<file path="config.mk">
export PLATFORM = sky130hd
export DESIGN_NAME = pcm_chan_regif
export DESIGN_NICKNAME = d
export VERILOG_FILES = /design/src/rtl/pcm_reg_pkg.sv /design/src/rtl/pcm_ctrl_regs.sv /design/src/rtl/pcm_chan_bank.sv /design/src/rtl/pcm_bus_read.sv /design/src/rtl/pcm_chan_regif.sv
export SDC_FILE = /design/constraint.sdc
export NUM_CORES = 2
export LEC_CHECK = 0
export BUFFER_PORTS_ARGS = -buffer_cell sky130_fd_sc_hd__buf_2
export CAP_MARGIN = 20
export CORE_MARGIN = 4
export CORE_UTILIZATION = 50
export CTS_CLUSTER_SIZE = 25
export DETAILED_ROUTE_END_ITERATION = 7
export GPL_TIMING_DRIVEN = 0
export PLACE_DENSITY = 0.7
export SETUP_SLACK_MARGIN = 0.3
export SLEW_MARGIN = 20
export SYNTH_ARGS = -nofsm -noshare
export SYNTH_HDL_FRONTEND = slang
export SYNTH_SLANG_ARGS = --single-unit
</file>
<file path="constraint.sdc">
create_clock -name clk -period 2.9 [get_ports clk]
set_clock_uncertainty 0.2 [all_clocks]
set_input_delay 0.435 -clock clk [delete_from_list [all_inputs] [get_ports clk]]
set_output_delay 0.435 -clock clk [all_outputs]
set_load 0.01 [all_outputs]
</file>
<file path="src/rtl/pcm_reg_pkg.sv">
package pcm_reg_pkg;

    localparam int NUM_CH   = 8;
    localparam int CH_W     = $clog2(NUM_CH);
    localparam int DW       = 8;
    localparam int BANK_W   = 4;
    localparam int WIN_AW   = 12;
    localparam int BUS_AW   = WIN_AW + 1;
    localparam int MEM_AW   = BANK_W + WIN_AW;
    localparam int FRAC_W   = 11;
    localparam int START_SH = FRAC_W + DW;
    localparam int POS_W    = START_SH + DW;
    localparam int STEP_W   = 2 * DW;

    localparam logic [DW-1:0] PAN_RST   = 8'hFF;
    localparam logic [DW-1:0] RD_EMPTY  = 8'hFF;
    localparam int            EN_BIT    = 7;
    localparam int            CHSEL_BIT = 6;

    typedef enum logic [3:0] {
        K_ENV, K_PAN, K_STEP_LO, K_STEP_HI, K_LOOP_LO, K_LOOP_HI,
        K_START, K_CTRL, K_ONOFF, K_MEM, K_PTR, K_NONE
    } acc_kind_e;

    typedef struct packed {
        logic [DW-1:0]     env;
        logic [DW-1:0]     pan;
        logic [STEP_W-1:0] step;
        logic [STEP_W-1:0] loop_pt;
        logic [DW-1:0]     start;
        logic [POS_W-1:0]  pos;
    } chan_slot_t;

    function automatic acc_kind_e decode_addr(input logic [BUS_AW-1:0] a);
        acc_kind_e k;
        if (a[BUS_AW-1])
            k = K_MEM;
        else if (a[BUS_AW-2:4] == 8'h01)
            k = K_PTR;
        else if (a[BUS_AW-2:4] != '0)
            k = K_NONE;
        else begin
            case (a[3:0])
                4'h0:    k = K_ENV;
                4'h1:    k = K_PAN;
                4'h2:    k = K_STEP_LO;
                4'h3:    k = K_STEP_HI;
                4'h4:    k = K_LOOP_LO;
                4'h5:    k = K_LOOP_HI;
                4'h6:    k = K_START;
                4'h7:    k = K_CTRL;
                4'h8:    k = K_ONOFF;
                default: k = K_NONE;
            endcase
        end
        return k;
    endfunction

    function automatic logic [POS_W-1:0] page_to_pos(input logic [DW-1:0] s);
        return {s, {START_SH{1'b0}}};
    endfunction

endpackage

</file>
<file path="src/rtl/pcm_ctrl_regs.sv">
module pcm_ctrl_regs
    import pcm_reg_pkg::*;
#(
    parameter int N_CH = NUM_CH,
    parameter int C_W  = CH_W,
    parameter int B_W  = BANK_W
) (
    input  logic            clk,
    input  logic            rst,
    input  logic            wr_en,
    input  acc_kind_e       kind,
    input  logic [DW-1:0]   wdata,
    output logic [C_W-1:0]  sel_ch,
    output logic [B_W-1:0]  bank,
    output logic            glob_en,
    output logic [N_CH-1:0] chan_on
);

    always_ff @(posedge clk) begin
        if (rst) begin
            sel_ch  <= '0;
            bank    <= '0;
            glob_en <= 1'b0;
            chan_on <= '0;
        end else if (wr_en) begin
            case (kind)
                K_CTRL: begin
                    glob_en <= wdata[EN_BIT];
                    if (wdata[CHSEL_BIT])
                        sel_ch <= wdata[C_W-1:0];
                    else
                        bank <= wdata[B_W-1:0];
                end
                K_ONOFF: chan_on <= ~wdata[N_CH-1:0];
                default: ;
            endcase
        end
    end

endmodule

</file>
<file path="src/rtl/pcm_chan_bank.sv">
module pcm_chan_bank
    import pcm_reg_pkg::*;
#(
    parameter int N_CH = NUM_CH,
    parameter int C_W  = CH_W
) (
    input  logic             clk,
    input  logic             rst,
    input  logic             wr_en,
    input  acc_kind_e        kind,
    input  logic [DW-1:0]    wdata,
    input  logic [C_W-1:0]   sel_ch,
    input  logic [N_CH-1:0]  chan_on,
    input  logic             upd_valid,
    input  logic [C_W-1:0]   upd_ch,
    input  logic [POS_W-1:0] upd_pos,
    output chan_slot_t       slots [N_CH]
);

    for (genvar g = 0; g < N_CH; g++) begin : g_ch
        chan_slot_t cur;
        chan_slot_t nxt;
        logic       hit;
        logic       gate_rewind;

        always_comb begin
            hit         = wr_en && (sel_ch == C_W'(g));
            gate_rewind = wr_en && (kind == K_ONOFF) && wdata[g];
            nxt         = cur;
            // engine position first, bus reloads below override it
            if (upd_valid && (upd_ch == C_W'(g)))
                nxt.pos = upd_pos;
            if (hit) begin
                case (kind)
                    K_ENV:     nxt.env                 = wdata;
                    K_PAN:     nxt.pan                 = wdata;
                    K_STEP_LO: nxt.step[DW-1:0]        = wdata;
                    K_STEP_HI: nxt.step[STEP_W-1:DW]   = wdata;
                    K_LOOP_LO: nxt.loop_pt[DW-1:0]     = wdata;
                    K_LOOP_HI: nxt.loop_pt[STEP_W-1:DW] = wdata;
                    K_START: begin
                        nxt.start = wdata;
                        if (!chan_on[g])
                            nxt.pos = page_to_pos(wdata);
                    end
                    default: ;
                endcase
            end
            if (gate_rewind)
                nxt.pos = page_to_pos(cur.start);
        end

        always_ff @(posedge clk) begin
            if (rst) begin
                cur     <= '0;
                cur.pan <= PAN_RST;
            end else begin
                cur <= nxt;
            end
        end

        assign slots[g] = cur;
    end

endmodule

</file>
<file path="src/rtl/pcm_bus_read.sv">
module pcm_bus_read
    import pcm_reg_pkg::*;
#(
    parameter int N_CH = NUM_CH,
    parameter int C_W  = CH_W
) (
    input  logic             clk,
    input  logic             rst,
    input  logic             rd_en,
    input  acc_kind_e        kind,
    input  logic [C_W:0]     lo_bits,
    input  logic [DW-1:0]    mem_rdata,
    input  logic [POS_W-1:0] pos_arr [N_CH],
    output logic [DW-1:0]    rdata
);

    logic [POS_W-1:0] pick;
    logic [DW-1:0]    rnext;

    always_comb begin
        pick = pos_arr[lo_bits[C_W:1]];
        case (kind)
            K_MEM:   rnext = mem_rdata;
            K_PTR:   rnext = lo_bits[0] ? pick[POS_W-1:START_SH]
                                        : pick[START_SH-1:FRAC_W];
            default: rnext = RD_EMPTY;
        endcase
    end

    always_ff @(posedge clk) begin
        if (rst)
            rdata <= '0;
        else if (rd_en)
            rdata <= rnext;
    end

endmodule

</file>
<file path="src/rtl/pcm_chan_regif.sv">
module pcm_chan_regif
    import pcm_reg_pkg::*;
(
    input  logic              clk,
    input  logic              rst,
    input  logic              bus_sel,
    input  logic              bus_we,
    input  logic [BUS_AW-1:0] bus_addr,
    input  logic [DW-1:0]     bus_wdata,
    output logic [DW-1:0]     bus_rdata,
    output logic              mem_we,
    output logic [MEM_AW-1:0] mem_addr,
    output logic [DW-1:0]     mem_wdata,
    input  logic [DW-1:0]     mem_rdata,
    input  logic [CH_W-1:0]   eng_ch,
    input  logic              eng_upd_valid,
    input  logic [CH_W-1:0]   eng_upd_ch,
    input  logic [POS_W-1:0]  eng_upd_pos,
    output logic [DW-1:0]     eng_env,
    output logic [DW-1:0]     eng_pan,
    output logic [STEP_W-1:0] eng_step,
    output logic [STEP_W-1:0] eng_loop,
    output logic [DW-1:0]     eng_start,
    output logic [POS_W-1:0]  eng_pos,
    output logic [NUM_CH-1:0] chan_on,
    output logic              glob_en
);

    acc_kind_e        kind;
    logic             wr_en;
    logic             rd_en;
    logic [CH_W-1:0]  sel_ch;
    logic [BANK_W-1:0] bank;
    chan_slot_t       slots   [NUM_CH];
    logic [POS_W-1:0] pos_arr [NUM_CH];
    chan_slot_t       view;

    assign kind  = decode_addr(bus_addr);
    assign wr_en = bus_sel && bus_we;
    assign rd_en = bus_sel && !bus_we;

    pcm_ctrl_regs u_ctrl (
        .clk     (clk),
        .rst     (rst),
        .wr_en   (wr_en),
        .kind    (kind),
        .wdata   (bus_wdata),
        .sel_ch  (sel_ch),
        .bank    (bank),
        .glob_en (glob_en),
        .chan_on (chan_on)
    );

    pcm_chan_bank u_bank (
        .clk       (clk),
        .rst       (rst),
        .wr_en     (wr_en),
        .kind      (kind),
        .wdata     (bus_wdata),
        .sel_ch    (sel_ch),
        .chan_on   (chan_on),
        .upd_valid (eng_upd_valid),
        .upd_ch    (eng_upd_ch),
        .upd_pos   (eng_upd_pos),
        .slots     (slots)
    );

    for (genvar g = 0; g < NUM_CH; g++) begin : g_pos
        assign pos_arr[g] = slots[g].pos;
    end

    pcm_bus_read u_rd (
        .clk       (clk),
        .rst       (rst),
        .rd_en     (rd_en),
        .kind      (kind),
        .lo_bits   (bus_addr[CH_W:0]),
        .mem_rdata (mem_rdata),
        .pos_arr   (pos_arr),
        .rdata     (bus_rdata)
    );

    assign mem_addr  = {bank, bus_addr[WIN_AW-1:0]};
    assign mem_we    = wr_en && (kind == K_MEM);
    assign mem_wdata = bus_wdata;

    assign view      = slots[eng_ch];
    assign eng_env   = view.env;
    assign eng_pan   = view.pan;
    assign eng_step  = view.step;
    assign eng_loop  = view.loop_pt;
    assign eng_start = view.start;
    assign eng_pos   = view.pos;

endmodule

</file>
==> impl_metrics.env <==
export IMPL_status="completed"
export IMPL_yosysMostFrequentCell="dfxtp_1"
export IMPL_fmax_mhz=368
export IMPL_dieArea_sq_um=70100
export IMPL_pin_count=192
export IMPL_synth_top_area_share=0.418
export IMPL_drt_pass1_iter_count=6
export IMPL_ys_async_sr_fraction=0
export IMPL_min_path_type="input pin to register"
export IMPL_setup_viol=0
export IMPL_wl_per_cell_microns=27.2
export IMPL_antenna_left=0
export IMPL_syn_avg_cell_area_sq_um=9.55
export IMPL_crit_arrival_ns=3.00
export IMPL_final_nets=3832
export IMPL_gp_congestion=0.991
export IMPL_startpoint_type="input pin"
export IMPL_core_sq_um=64800
export IMPL_routed_wl_mm=127
export IMPL_ys_seq_area_frac=0.418
export IMPL_slew_violations=0
export IMPL_vias_per_cell=6.29
export IMPL_diodes=0
export IMPL_cts_tree="done"
export IMPL_grt_max_degree=14
export IMPL_grt_use_met1=0.431
export IMPL_utilization=0.612
export IMPL_die_y_microns=265
export IMPL_regArea_sq_um=13800
export IMPL_worst_path_max_delay_cell="buf_1"
export IMPL_use_met3=0.0703
export IMPL_fp_dieW_microns=265
export IMPL_fp_row_count=93
export IMPL_grt_usage=0.343
export IMPL_period_minus_slack_ns=2.72
export IMPL_yosys_top_cells_area="dfxtp_1 42%, mux4_2 14%, mux2i_1 10%"
export IMPL_numCtsBuffers=75
export IMPL_hold_violations=0
export IMPL_via_count=29400
export IMPL_synthCells=3451
export IMPL_worst_setup_path_end_kind="register"
export IMPL_antenna_found_initial=0
export IMPL_h_tree_depth=3
export IMPL_crit_type="input pin to register"
export IMPL_use_met2=0.544
export IMPL_cp_cell_sequence="buf_2, buf_2, buf_1, clkbuf_2, mux4_2, mux2i_1, a221oi_1"
export IMPL_grt_pass1_vias=27600
export IMPL_root_buffer="clkbuf_16"
export IMPL_synthesis_nets=3518
export IMPL_grt_first_pass_wirelength_mm=181
export IMPL_fillers=5353
export IMPL_globalRouteOverflowTotal=0
export IMPL_worstPathRequired_ns=3.18
export IMPL_port_buffers=155
export IMPL_cp_max_fo=10
export IMPL_synth_edf_count=0
export IMPL_area_growth_pct=20.4
export IMPL_worst_path_buf_inv=4
export IMPL_synth_warnings=0
export IMPL_clock_path_buffers=3
export IMPL_max_stage_delay_ns=0.63
export IMPL_drive_above_1_share=0.235
export IMPL_clkTransAtPathRegs_ns=0.06
export IMPL_netlist_top_cells_count="688 x dfxtp_1, 583 x nand2_1, 452 x nor2_1"
export IMPL_path_common_cell="buf_2"
export IMPL_worst_pin_slew_ns=1.30
export IMPL_ir_drop_uv=518
export IMPL_path_delay_family="buffers and inverters"
export IMPL_power_density_nw_per_um2=541
export IMPL_yosysTopAreaCell="dfxtp_1"
export IMPL_period_share=0.938
export IMPL_synth_area_sq_um=33000
export IMPL_start_util=0.508
export IMPL_drt_iter0_drc=3844
export IMPL_clock_latency_ns=0.66
export IMPL_cts_sinks=688
export IMPL_top_usage_layer="met2"
export IMPL_drc=0
export IMPL_slew_headroom=0.135
export IMPL_leakagePower_nw=14.2
export IMPL_synth_seq_cells=688
export IMPL_multiInputGateArea_sq_um=18100
export IMPL_dp_hpwl_mm=88.1
export IMPL_rsz0062_at_grt="yes"
export IMPL_maxCapViolCount=0
export IMPL_synth_cell_types=62
export IMPL_holdWs_ns=0.0210
export IMPL_synthFlopType="dfxtp_1"
-- area by class of cell --
type                    count  share of cell area
multi-input cells        2398               0.457
flip-flops and latches    688               0.348
clock buffers             109              0.0548
plain buffers             352              0.0539
repair buffers            237              0.0479
well taps                 855              0.0270
clock inverters            27              0.0107
inverters                  13             0.00123
-- what timing repair did --
item,in CTS,in global routing
cloned,3,2
endpoints found under the hold margin,96,0
hold buffers,16,0
pin swaps,33,8
setup buffers,42,17
endpoints found under the setup margin,707,405
gates resized for setup,197,99
-- routing by layer --
| metal | routed length (microns) | up-vias |
|---|---|---|
| li1 | - | 12700 |
| met1 | 46100 | 14200 |
| met2 | 57500 | 2060 |
| met3 | 14000 | 449 |
| met4 | 9860 | 0 |
| met5 | 0 | - |
-- path summary, 6_finish.rpt --
| path | startpoint | end | slack [ns] | cells after the start |
|---|---|---|---|---|
| hold / removal | eng_upd_pos[9] | u_bank.slots[424]$_SDFF_PP0_ | 0.02 | 3 |
| setup reg to reg | u_ctrl.sel_ch[0]$_SDFFE_PP0P_ | u_bank.slots[261]$_SDFF_PP0_ | 0.30 | 8 |
| hold reg to reg | u_bank.slots[377]$_SDFFE_PP0P_ | u_bank.slots[377]$_SDFFE_PP0P_ | 0.25 | 2 |
| setup / recovery | bus_addr[2] | u_rd.rdata[2]$_SDFFE_PP0P_ | 0.18 | 7 |
-- layout by cell type (no fill, tap or decap), types with 18 or more instances in the layout --
cell type and n:
clkbuf_16 84, buf_12 36, buf_4 60, mux2_2 67, o211ai_1 46, clkbuf_1 177, nor2b_1 65, mux4_2 198
buf_2 171, nor3_4 34, mux2i_1 333, dfxtp_1 669, clkbuf_2 46, clkbuf_8 30, buf_1 37, nor2_1 443
dfxtp_2 19, a21oi_1 294, a211o_1 69, nand2_1 582, nand2b_1 18, o22ai_1 44
-- registers in the layout, indices dropped and copies added (netlist names) --
name	cells
u_ctrl.bank	4
u_bank.slots	664
u_ctrl.glob_en	1
u_ctrl.chan_on	8
u_rd.rdata	8
u_ctrl.sel_ch	3
-- cells by family (layout without fill, tap and decap cells) --
family	count (synthesis)	count (layout)	synth area share
compound gates	514	514	0.0973
buf+inv	365	738	0.0469
flops	688	688	0.418
mux	615	615	0.265
simple gates	1269	1269	0.173
-- worst reg2reg max path: stages (launching register included) --
cell and delay (ns):
dfxtp_1 0.29, clkbuf_2 0.20, or3_1 0.41, clkbuf_2 0.26, nor2_2 0.25, or3_1 0.20, buf_2 0.27, clkbuf_4 0.29
a21oi_1 0.08
-- report_power, final --
group	internal [mW]	total, mW	switching [mW]	leakage [nW]
combinational	0.569	1.76	1.19	7.41
clock	5.83	10.1	4.28	1.25
sequential	9.53	9.59	0.0631	5.56
total	15.9	21.5	5.53	14.2
-- per-stage QoR --
step	instances	setup TNS (ns)	worst slack [ns]	instance area (sq um)	total power, mW
after CTS	4660	0	0.220	39100	21.3
final	4679	0	0.181	39700	21.5
after detailed placement	4463	-511.86	-1.22	35000	11.3
after global routing	4679	0	0.218	39700	21.9
after floorplan	3451	0	0.173	33100	10.7
after global placement	4461	-482.62	-1.18	35000	11.3
Note: power is estimated with default switching activity, not from simulation.
